$ cat src/rtl/spb_pkg.sv
package spb_pkg;
    typedef enum logic [1:0] {
        SL_FREE  = 2'd0,
        SL_NEED  = 2'd1,
        SL_PEND  = 2'd2,
        SL_READY = 2'd3
    } slot_st_e;
endpackage

$ cat src/rtl/spb_req_pick.sv
module spb_req_pick
    import spb_pkg::*;
#(
    parameter int DEPTH = 4,
    parameter int PW    = 2
) (
    input  slot_st_e [DEPTH-1:0] st,
    input  logic [PW-1:0]        hp,
    output logic                 found,
    output logic [PW-1:0]        idx
);
    logic [DEPTH-1:0] need_rot;

    // slot order rotated so that bit 0 is the head
    for (genvar k = 0; k < DEPTH; k++) begin : g_rot
        assign need_rot[k] = (st[hp + PW'(k)] == SL_NEED);
    end

    always_comb begin
        found = 1'b0;
        idx   = hp;
        for (int k = DEPTH - 1; k >= 0; k--) begin
            if (need_rot[k]) begin
                found = 1'b1;
                idx   = hp + PW'(k);
            end
        end
    end
endmodule

$ cat src/rtl/spb_head_sel.sv
module spb_head_sel
    import spb_pkg::*;
#(
    parameter int AW = 16,
    parameter int DW = 32
) (
    input  slot_st_e        head_st,
    input  logic [AW-1:0]   head_addr,
    input  logic [DW-1:0]   head_data,
    input  logic [AW-1:0]   lu_addr,
    input  logic            byp,
    input  logic [DW-1:0]   byp_data,
    output logic            match,
    output logic            rdy,
    output logic [DW-1:0]   data
);
    assign match = (head_addr == lu_addr);
    assign rdy   = (head_st == SL_READY) || byp;
    assign data  = byp ? byp_data : head_data;
endmodule

$ cat src/rtl/seq_prefetch_buffer.sv
module seq_prefetch_buffer
    import spb_pkg::*;
#(
    parameter int AW    = 16,
    parameter int DW    = 32,
    parameter int DEPTH = 4,
    parameter int GEN_W = 2
) (
    input  logic                               clk,
    input  logic                               rst_n,
    input  logic                               lu_valid,
    input  logic                               lu_miss,
    input  logic [AW-1:0]                      lu_addr,
    output logic                               lu_ready,
    output logic                               rf_valid,
    output logic [AW-1:0]                      rf_addr,
    output logic [DW-1:0]                      rf_data,
    output logic                               mq_valid,
    input  logic                               mq_ready,
    output logic [AW-1:0]                      mq_addr,
    output logic [GEN_W+$clog2(DEPTH)-1:0]     mq_tag,
    input  logic                               ms_valid,
    input  logic [GEN_W+$clog2(DEPTH)-1:0]     ms_tag,
    input  logic [DW-1:0]                      ms_data
);
    localparam int PW = $clog2(DEPTH);
    localparam int TW = GEN_W + PW;

    typedef struct packed {
        logic                       active;
        logic                       waiting;
        logic [PW-1:0]              hp;
        logic [GEN_W-1:0]           gen;
        slot_st_e [DEPTH-1:0]       st;
        logic [DEPTH-1:0][AW-1:0]   addr;
        logic [DEPTH-1:0][DW-1:0]   data;
        logic                       rf_v;
        logic [AW-1:0]              rf_a;
        logic [DW-1:0]              rf_d;
    } spb_state_t;

    spb_state_t q, d;

    logic          req_found;
    logic [PW-1:0] req_idx;
    logic          req_fire;
    logic [PW-1:0] rsp_slot;
    logic [GEN_W-1:0] rsp_gen;
    logic          rsp_ok;
    logic          head_match, head_rdy;
    logic [DW-1:0] head_data;
    logic          pop, flush;

    spb_req_pick #(.DEPTH(DEPTH), .PW(PW)) u_pick (
        .st    (q.st),
        .hp    (q.hp),
        .found (req_found),
        .idx   (req_idx)
    );

    assign rsp_slot = ms_tag[PW-1:0];
    assign rsp_gen  = ms_tag[TW-1:PW];
    assign rsp_ok   = ms_valid && q.active && (rsp_gen == q.gen)
                      && (q.st[rsp_slot] == SL_PEND);

    spb_head_sel #(.AW(AW), .DW(DW)) u_head (
        .head_st   (q.st[q.hp]),
        .head_addr (q.addr[q.hp]),
        .head_data (q.data[q.hp]),
        .lu_addr   (lu_addr),
        .byp       (rsp_ok && (rsp_slot == q.hp)),
        .byp_data  (ms_data),
        .match     (head_match),
        .rdy       (head_rdy),
        .data      (head_data)
    );

    assign mq_valid = q.active && req_found;
    assign mq_addr  = q.addr[req_idx];
    assign mq_tag   = {q.gen, req_idx};
    assign req_fire = mq_valid && mq_ready;

    always_comb begin
        d     = q;
        d.rf_v = 1'b0;
        pop   = 1'b0;
        flush = 1'b0;

        if (req_fire) begin
            d.st[req_idx] = SL_PEND;
        end
        if (rsp_ok) begin
            d.st[rsp_slot]   = SL_READY;
            d.data[rsp_slot] = ms_data;
        end

        if (q.waiting) begin
            if (rsp_ok && (rsp_slot == q.hp)) begin
                pop       = 1'b1;
                d.waiting = 1'b0;
            end
        end else if (lu_valid && lu_miss) begin
            if (q.active && head_match) begin
                if (head_rdy) begin
                    pop = 1'b1;
                end else begin
                    d.waiting = 1'b1;
                end
            end else begin
                flush = 1'b1;
            end
        end

        if (pop) begin
            d.rf_v       = 1'b1;
            d.rf_a       = q.addr[q.hp];
            d.rf_d       = head_data;
            d.st[q.hp]   = SL_NEED;
            d.addr[q.hp] = q.addr[q.hp] + AW'(DEPTH);
            d.hp         = q.hp + PW'(1);
        end

        if (flush) begin
            d.active = 1'b1;
            d.gen    = q.gen + GEN_W'(1);
            d.hp     = '0;
            for (int i = 0; i < DEPTH; i++) begin
                d.st[i]   = SL_NEED;
                d.addr[i] = lu_addr + AW'(i + 1);
            end
        end
    end

    always_ff @(posedge clk) begin
        if (!rst_n) begin
            q <= '0;
        end else begin
            q <= d;
        end
    end

    assign lu_ready = !q.waiting;
    assign rf_valid = q.rf_v;
    assign rf_addr  = q.rf_a;
    assign rf_data  = q.rf_d;
endmodule

$ cat config.mk
export PLATFORM = sky130hd
export DESIGN_NAME = seq_prefetch_buffer
export DESIGN_NICKNAME = d
export VERILOG_FILES = /design/src/rtl/spb_pkg.sv /design/src/rtl/spb_req_pick.sv /design/src/rtl/spb_head_sel.sv /design/src/rtl/seq_prefetch_buffer.sv
export SDC_FILE = /design/constraint.sdc
export NUM_CORES = 1
export LEC_CHECK = 0
export ABC_AREA = 0
export CAP_MARGIN = 20
export CORE_UTILIZATION = 63
export DETAILED_ROUTE_END_ITERATION = 10
export DONT_BUFFER_PORTS = 1
export PLACE_DENSITY_LB_ADDON = 0.12
export REMOVE_ABC_BUFFERS = 1
export SYNTH_ARGS = -nofsm -noshare
export SYNTH_HDL_FRONTEND = slang
export SYNTH_SLANG_ARGS = --single-unit
$ cat constraint.sdc
create_clock -name clk -period 6.88 [get_ports clk]
set_clock_uncertainty 0.2 [all_clocks]
set_input_delay 0.688 -clock clk [delete_from_list [all_inputs] [get_ports clk]]
set_output_delay 0.688 -clock clk [all_outputs]
set_load 0.02 [all_outputs]
=== Yosys cells after proc, flatten, opt, wreduce, memory -nomap -nowiden ===
Index checks and enable logic that the tools add are counted.

* Add/subtract/negate cells: 9
* $mul: 0
* Div/mod/pow operators: 0
* Magnitude comparators: 9
* Equality and inequality tests: 9
* Shifts and indexed selects: 0
* Multiplexer cells: 55
* Bitwise gates (word level): 8
* Reductions and logical operators: 15

{| class="wikitable"
|+ Operators by type and width
! operator !! count
|-
| 128-bit bitwise mux || 1
|-
| 32-bit 2-to-1 mux || 3
|-
| 72-bit 2-to-1 mux || 1
|-
| 71-bit 2-to-1 mux || 1
|-
| 16-bit binary-select mux with 2-bit select || 2
|-
| 32-bit binary-select mux with 2-bit select || 1
|-
| 64-bit bitwise mux || 1
|-
| 32-bit demux with 2-bit select || 1
|-
| 49-bit 2-to-1 mux || 1
|-
| 16-bit 2-to-1 mux || 3
|-
| 16-bit by 2-bit adder with 16-bit output, second input constant || 2
|-
| 16-bit by 3-bit adder with 16-bit output, second input constant || 2
|-
| 16-bit demux with 2-bit select || 1
|-
| 2-bit 2-to-1 mux || 12
|-
| 2-bit binary-select mux with 2-bit select || 5
|-
| 2-bit by 3-bit < comparator with 1-bit output, second input constant || 6
|-
| 1-bit 2-to-1 mux || 17
|-
| 16-bit by 1-bit adder with 16-bit output, second input constant || 1
|-
| 16-bit equality test || 1
|-
| 8-bit 2-to-1 mux || 2
|-
| 2-bit demux with 2-bit select || 3
|-
| 1-bit logical AND || 11
|-
| 4-bit bitwise AND || 2
|-
| 2-bit by 1-bit equality test with 1-bit output, second input constant || 4
|-
| 13 further kinds || 21
|}

* Register bits after elaboration: 255
* Latch bits: 0
* RAM bits: 0
* Memory bits (read-only): 0
* Input bits: 58
* Output and inout bits: 71
* Logic and storage cells: 128
* Memories: 0

=== Depth between registers and ports, before layout ===
* Word-level depth: 20
* Depth in mapped cells: 14
* Mapped depth without buffers: 9

=== Hierarchy ===
A second synthesis with hierarchy kept.

* Cell total of the unflattened synthesis: 1584
* Area total of the unflattened synthesis: 13579.3 µm²

{| class="wikitable"
|+ By module, submodules not included
! module !! times used !! cells each !! area an instance (µm²) !! sequential area each (µm²)
|-
| seq_prefetch_buffer || 1 || 1506 || 12714.7 || 5104.9
|-
| spb_head_sel || 1 || 58 || 725.7 || 0.0
|-
| spb_req_pick || 1 || 20 || 138.9 || 0.0
|}

=== Least setup slack after synthesis ===
Ideal clock, no wire load.

* Kind: register to output
* Start: register q[252] (netlist bit)
* End: output mq_addr[10]
* Arrival: 3.091 ns
* Data required time: 5.992 ns
* Path slack: 2.901 ns
* Stages on the path, launching flop included: 10
* Buffers on the path: 3
* Path through: dfxtp_1 > buf_2 > buf_1 > mux4_2 > nor2b_1 > a31oi_1 > o21ai_1 > xnor2_1 > buf_2 > mux4_2

* Cells in the longest elaborated chain, start to end: 10
* Elaborated cells between the ends (all ways): 21
* Classes of those cells: 3 x add/sub; 4 x eq/ne; 14 x mux

{| class="wikitable"
|+ Ends and longest elaborated chain
! element !! line !! text
|-
| start: declaration || seq_prefetch_buffer.sv:42 || <nowiki>spb_state_t q, d;</nowiki>
|-
| start signal: assignment || seq_prefetch_buffer.sv:136 || <nowiki>q <= '0;</nowiki>
|-
| start signal: assignment || seq_prefetch_buffer.sv:138 || <nowiki>q <= d;</nowiki>
|-
| 2-bit adder || spb_req_pick.sv:16, spb_req_pick.sv:25 ||
|-
| 2-bit binary-select mux with 2-bit select || spb_req_pick.sv:16 || <nowiki>assign need_rot[k] = (st[hp + PW'(k)] == SL_NEED);</nowiki>
|-
| 2-bit 2-to-1 mux (not written as such) || spb_req_pick.sv:16 ||
|-
| 2-bit by 1-bit equality test with 1-bit output || spb_req_pick.sv:16 ||
|-
| 2-bit 2-to-1 mux (3 in series) || spb_req_pick.sv:23 || <nowiki>if (need_rot[k]) begin</nowiki>
|-
| 2-bit 2-to-1 mux * || spb_req_pick.sv:23 ||
|-
| 16-bit binary-select mux with 2-bit select * || seq_prefetch_buffer.sv:79 || <nowiki>assign mq_addr = q.addr[req_idx];</nowiki>
|-
| 16-bit 2-to-1 mux (not written as such) * || seq_prefetch_buffer.sv:79 ||
|-
| end: declaration || seq_prefetch_buffer.sv:20 || <nowiki>output logic [AW-1:0] mq_addr,</nowiki>
|}

Every way passes the cells marked *; elsewhere a longest branch is shown, timed or not. The select of a mux whose other input is x is not followed.

=== Worst setup path in the final report ===
* Start: register q[251] (netlist bit)
* End: output mq_addr[0]

Same word-level chain as after synthesis.

==> flow_metrics.env <==
export IMPL_drt_pass1_iterations=5
export IMPL_synth_edf_count=0
export IMPL_ctsHoldBuffers=0
export IMPL_totalWireLength_um=40390
export IMPL_fill_cells=1825
export IMPL_rr_worst_depth=7
export IMPL_p_per_area_nw_per_um2=221.5
export IMPL_worstPathRequired_ns=5.99
export IMPL_yosysWarnings=0
export IMPL_syn_inst=1559
export IMPL_cts_resized=0
export IMPL_regArea_um2=5112
export IMPL_portBuffers=0
export IMPL_n_antenna_cell=0
export IMPL_area_delta_synth_final_pct=3.360
export IMPL_worstPathMaxFanout=52
export IMPL_antenna_left=0
export IMPL_setup_violations=0
export IMPL_relSlewSlack_pct=16.15
export IMPL_layout_commonest_cell="dfxtp_1"
export IMPL_place_hpwl_um=24870
export IMPL_worstHoldPathType="in -> reg"
export IMPL_maxCapViolCount=0
export IMPL_status="finished clean"
export IMPL_overflow=0
export IMPL_drt_initial_drc_count=1056
export IMPL_syn_area_um2=14000
export IMPL_place_ws_ns=2.045
export IMPL_place_congestion=0.9846
export IMPL_post_route_period_util_pct=75.89
export IMPL_grt_pass1_wl_um=62840
export IMPL_async_flop_share_pct=0
export IMPL_htreeDepth=1
export IMPL_multi_input_area_um2=7875
export IMPL_hold_viol=0
export IMPL_ctsLongestPathBuffers=3
export IMPL_grt_max_degree=96
export IMPL_die_h_um=151.1
export IMPL_grt_setup_unrepaired="false"
export IMPL_antenna_found_initial=0
export IMPL_syn_area_per_cell_um2=8.982
export IMPL_ys_types=68
export IMPL_cts_made_buffers=27
export IMPL_cts_sinks=255
export IMPL_start_util_pct=64.16
export IMPL_remaining_drc_errors=0
export IMPL_crit_path_start_kind="flip-flop"
export IMPL_die_w_um=151.1
export IMPL_top_level_ports=129
export IMPL_cts_tree="done"
export IMPL_fin_nets=1481
export IMPL_grt_pass1_vias=11270
export IMPL_cts_setup_buffers=0
export IMPL_fin_crit_ns=5.221
export IMPL_fp_row_count=54
export IMPL_ys_seq_area_share_pct=36.46
export IMPL_via_per_inst=6.790
export IMPL_hold_ws_ns=0.02116
export IMPL_die_area_um2=22830
export IMPL_drive_above_1_share_pct=10.61
export IMPL_clock_fmax_mhz=191.5
export IMPL_vias=11625
export IMPL_clock_root_buffer="clkbuf_16"
export IMPL_tightest_slew_ns=1.248
export IMPL_worstSetupPathType="reg -> out"
export IMPL_clock_latency_ns=0.56
export IMPL_synth_seq_cells=255
export IMPL_drv_slew=0
export IMPL_worst_slack_ns=1.659
export IMPL_critPathArrivalTime_ns=4.33
export IMPL_leakage_uw=0.005157
export IMPL_whs_path_depth=1
export IMPL_track_usage_pct=35.57
export IMPL_final_cell_mix="253 x dfxtp_1, 198 x nand2_1, 111 x mux2i_1"
export IMPL_core_um2=21820
export IMPL_endpoint_kind="output port"
export IMPL_wl_per_cell_um=23.59
export IMPL_synthFlopType="dfxtp_1"
export IMPL_irDropWorstVdd_v=0.0001805
export IMPL_clk_pin_slew_ns=0.06
-- cell type report --
cell class	instances	share of cell area [%]
multi-input cells	1080	54.41
clock inverters	6	0.4841
well taps	280	2.421
repair buffers	19	1.072
clock buffers	42	5.472
flip-flops and latches	255	35.32
inverters	30	0.8127
-- routing by layer --
| metal | wire (µm) | GRT usage [%] | vias up |
|---|---|---|---|
| li1 | - | - | 5253 |
| met1 | 16070 | 45.22 | 5649 |
| met2 | 19220 | 59.06 | 635 |
| met3 | 4016 | 8.283 | 88 |
| met4 | 1088 | 12.40 | 0 |
| met5 | 0 | 0 | - |
-- final timing paths --
path / from / end / slack [ns]
setup / recovery: q[251] / mq_addr[0] / 1.66
hold reg to reg: q[147] / q[147] / 0.25
setup reg to reg: q[251] / q[226] / 2.02
hold / removal: lu_addr[2] / q[227] / 0.02
-- state kept, by name, indices dropped and copies added, names as in the netlist --
register	cells
rf_valid	1
q	204
rf_addr	16
mq_tag	2
rf_data	32
-- critical path, stage by stage, from the launching register on --
cell	delay, ns
dfxtp_4	0.99
buf_4	0.44
inv_1	0.21
mux4_2	0.51
a31oi_1	0.20
o21ai_1	0.13
xnor2_2	0.19
buf_4	0.40
mux4_2	0.65
-- synthesized netlist by cell type, drive strengths merged (6+ instances only) --
library cell	number	area share (%)
dfxtp	255	36
nand2	198	5.3
mux2i	111	7.9
nor2	109	2.9
clkbuf	100	2.7
a21oi	99	3.5
buf	94	4.4
nand3	91	3.3
mux4	62	10
xnor2	50	3.1
o21ai	44	1.6
xor2	35	2.2
o211a	32	2.3
inv	30	0.80
nand4	29	1.3
nor3	28	1.1
a31oi	26	1.2
a311oi	17	1.1
and3	16	0.71
o311ai	11	0.69
ha	10	0.89
a221oi	9	0.56
a211oi	8	0.43
a2111oi	7	0.59
nand2b	7	0.31
o31a	7	0.44
or3	7	0.35
nor2b	6	0.27
nor4	6	0.27
-- logic make-up (layout without fill, tap and decap cells) --
logic type                 count (synthesis)  count (layout)  share of synthesized area, %
and+or+nand+nor                          520             520                         17.07
AOI/OAI and AO/OA                        288             288                         14.16
DFF                                      255             255                         36.46
buffers and inverters                    224              97                         7.872
muxes                                    177             177                         18.23
xor gates and xnor gates                  85              85                         5.317
adders and majority gates                 10              10                        0.8936
-- through the flow --
stage	total power (µW)	std cells	TNS [ns]	area, µm²	utilization (%)
final	3205	1712	0	14470	66.32
after global routing	3299	1712	0	14470	66.32
after CTS	3214	1712	0	14470	66.32
after detailed placement	1798	1664	0	13610	62.37
after global placement	1797	1664	0	13610	62.37
after floorplan	1734	1365	-119.24	13010	-
-- report_power, final --
| group | total (µW) | switching [µW] | internal (µW) |
|---|---|---|---|
| Combinational | 241 | 147 | 94.2 |
| Clock | 1430 | 606 | 828 |
| Sequential | 1530 | 29.0 | 1500 |
Power figures use the tool's default switching activity.
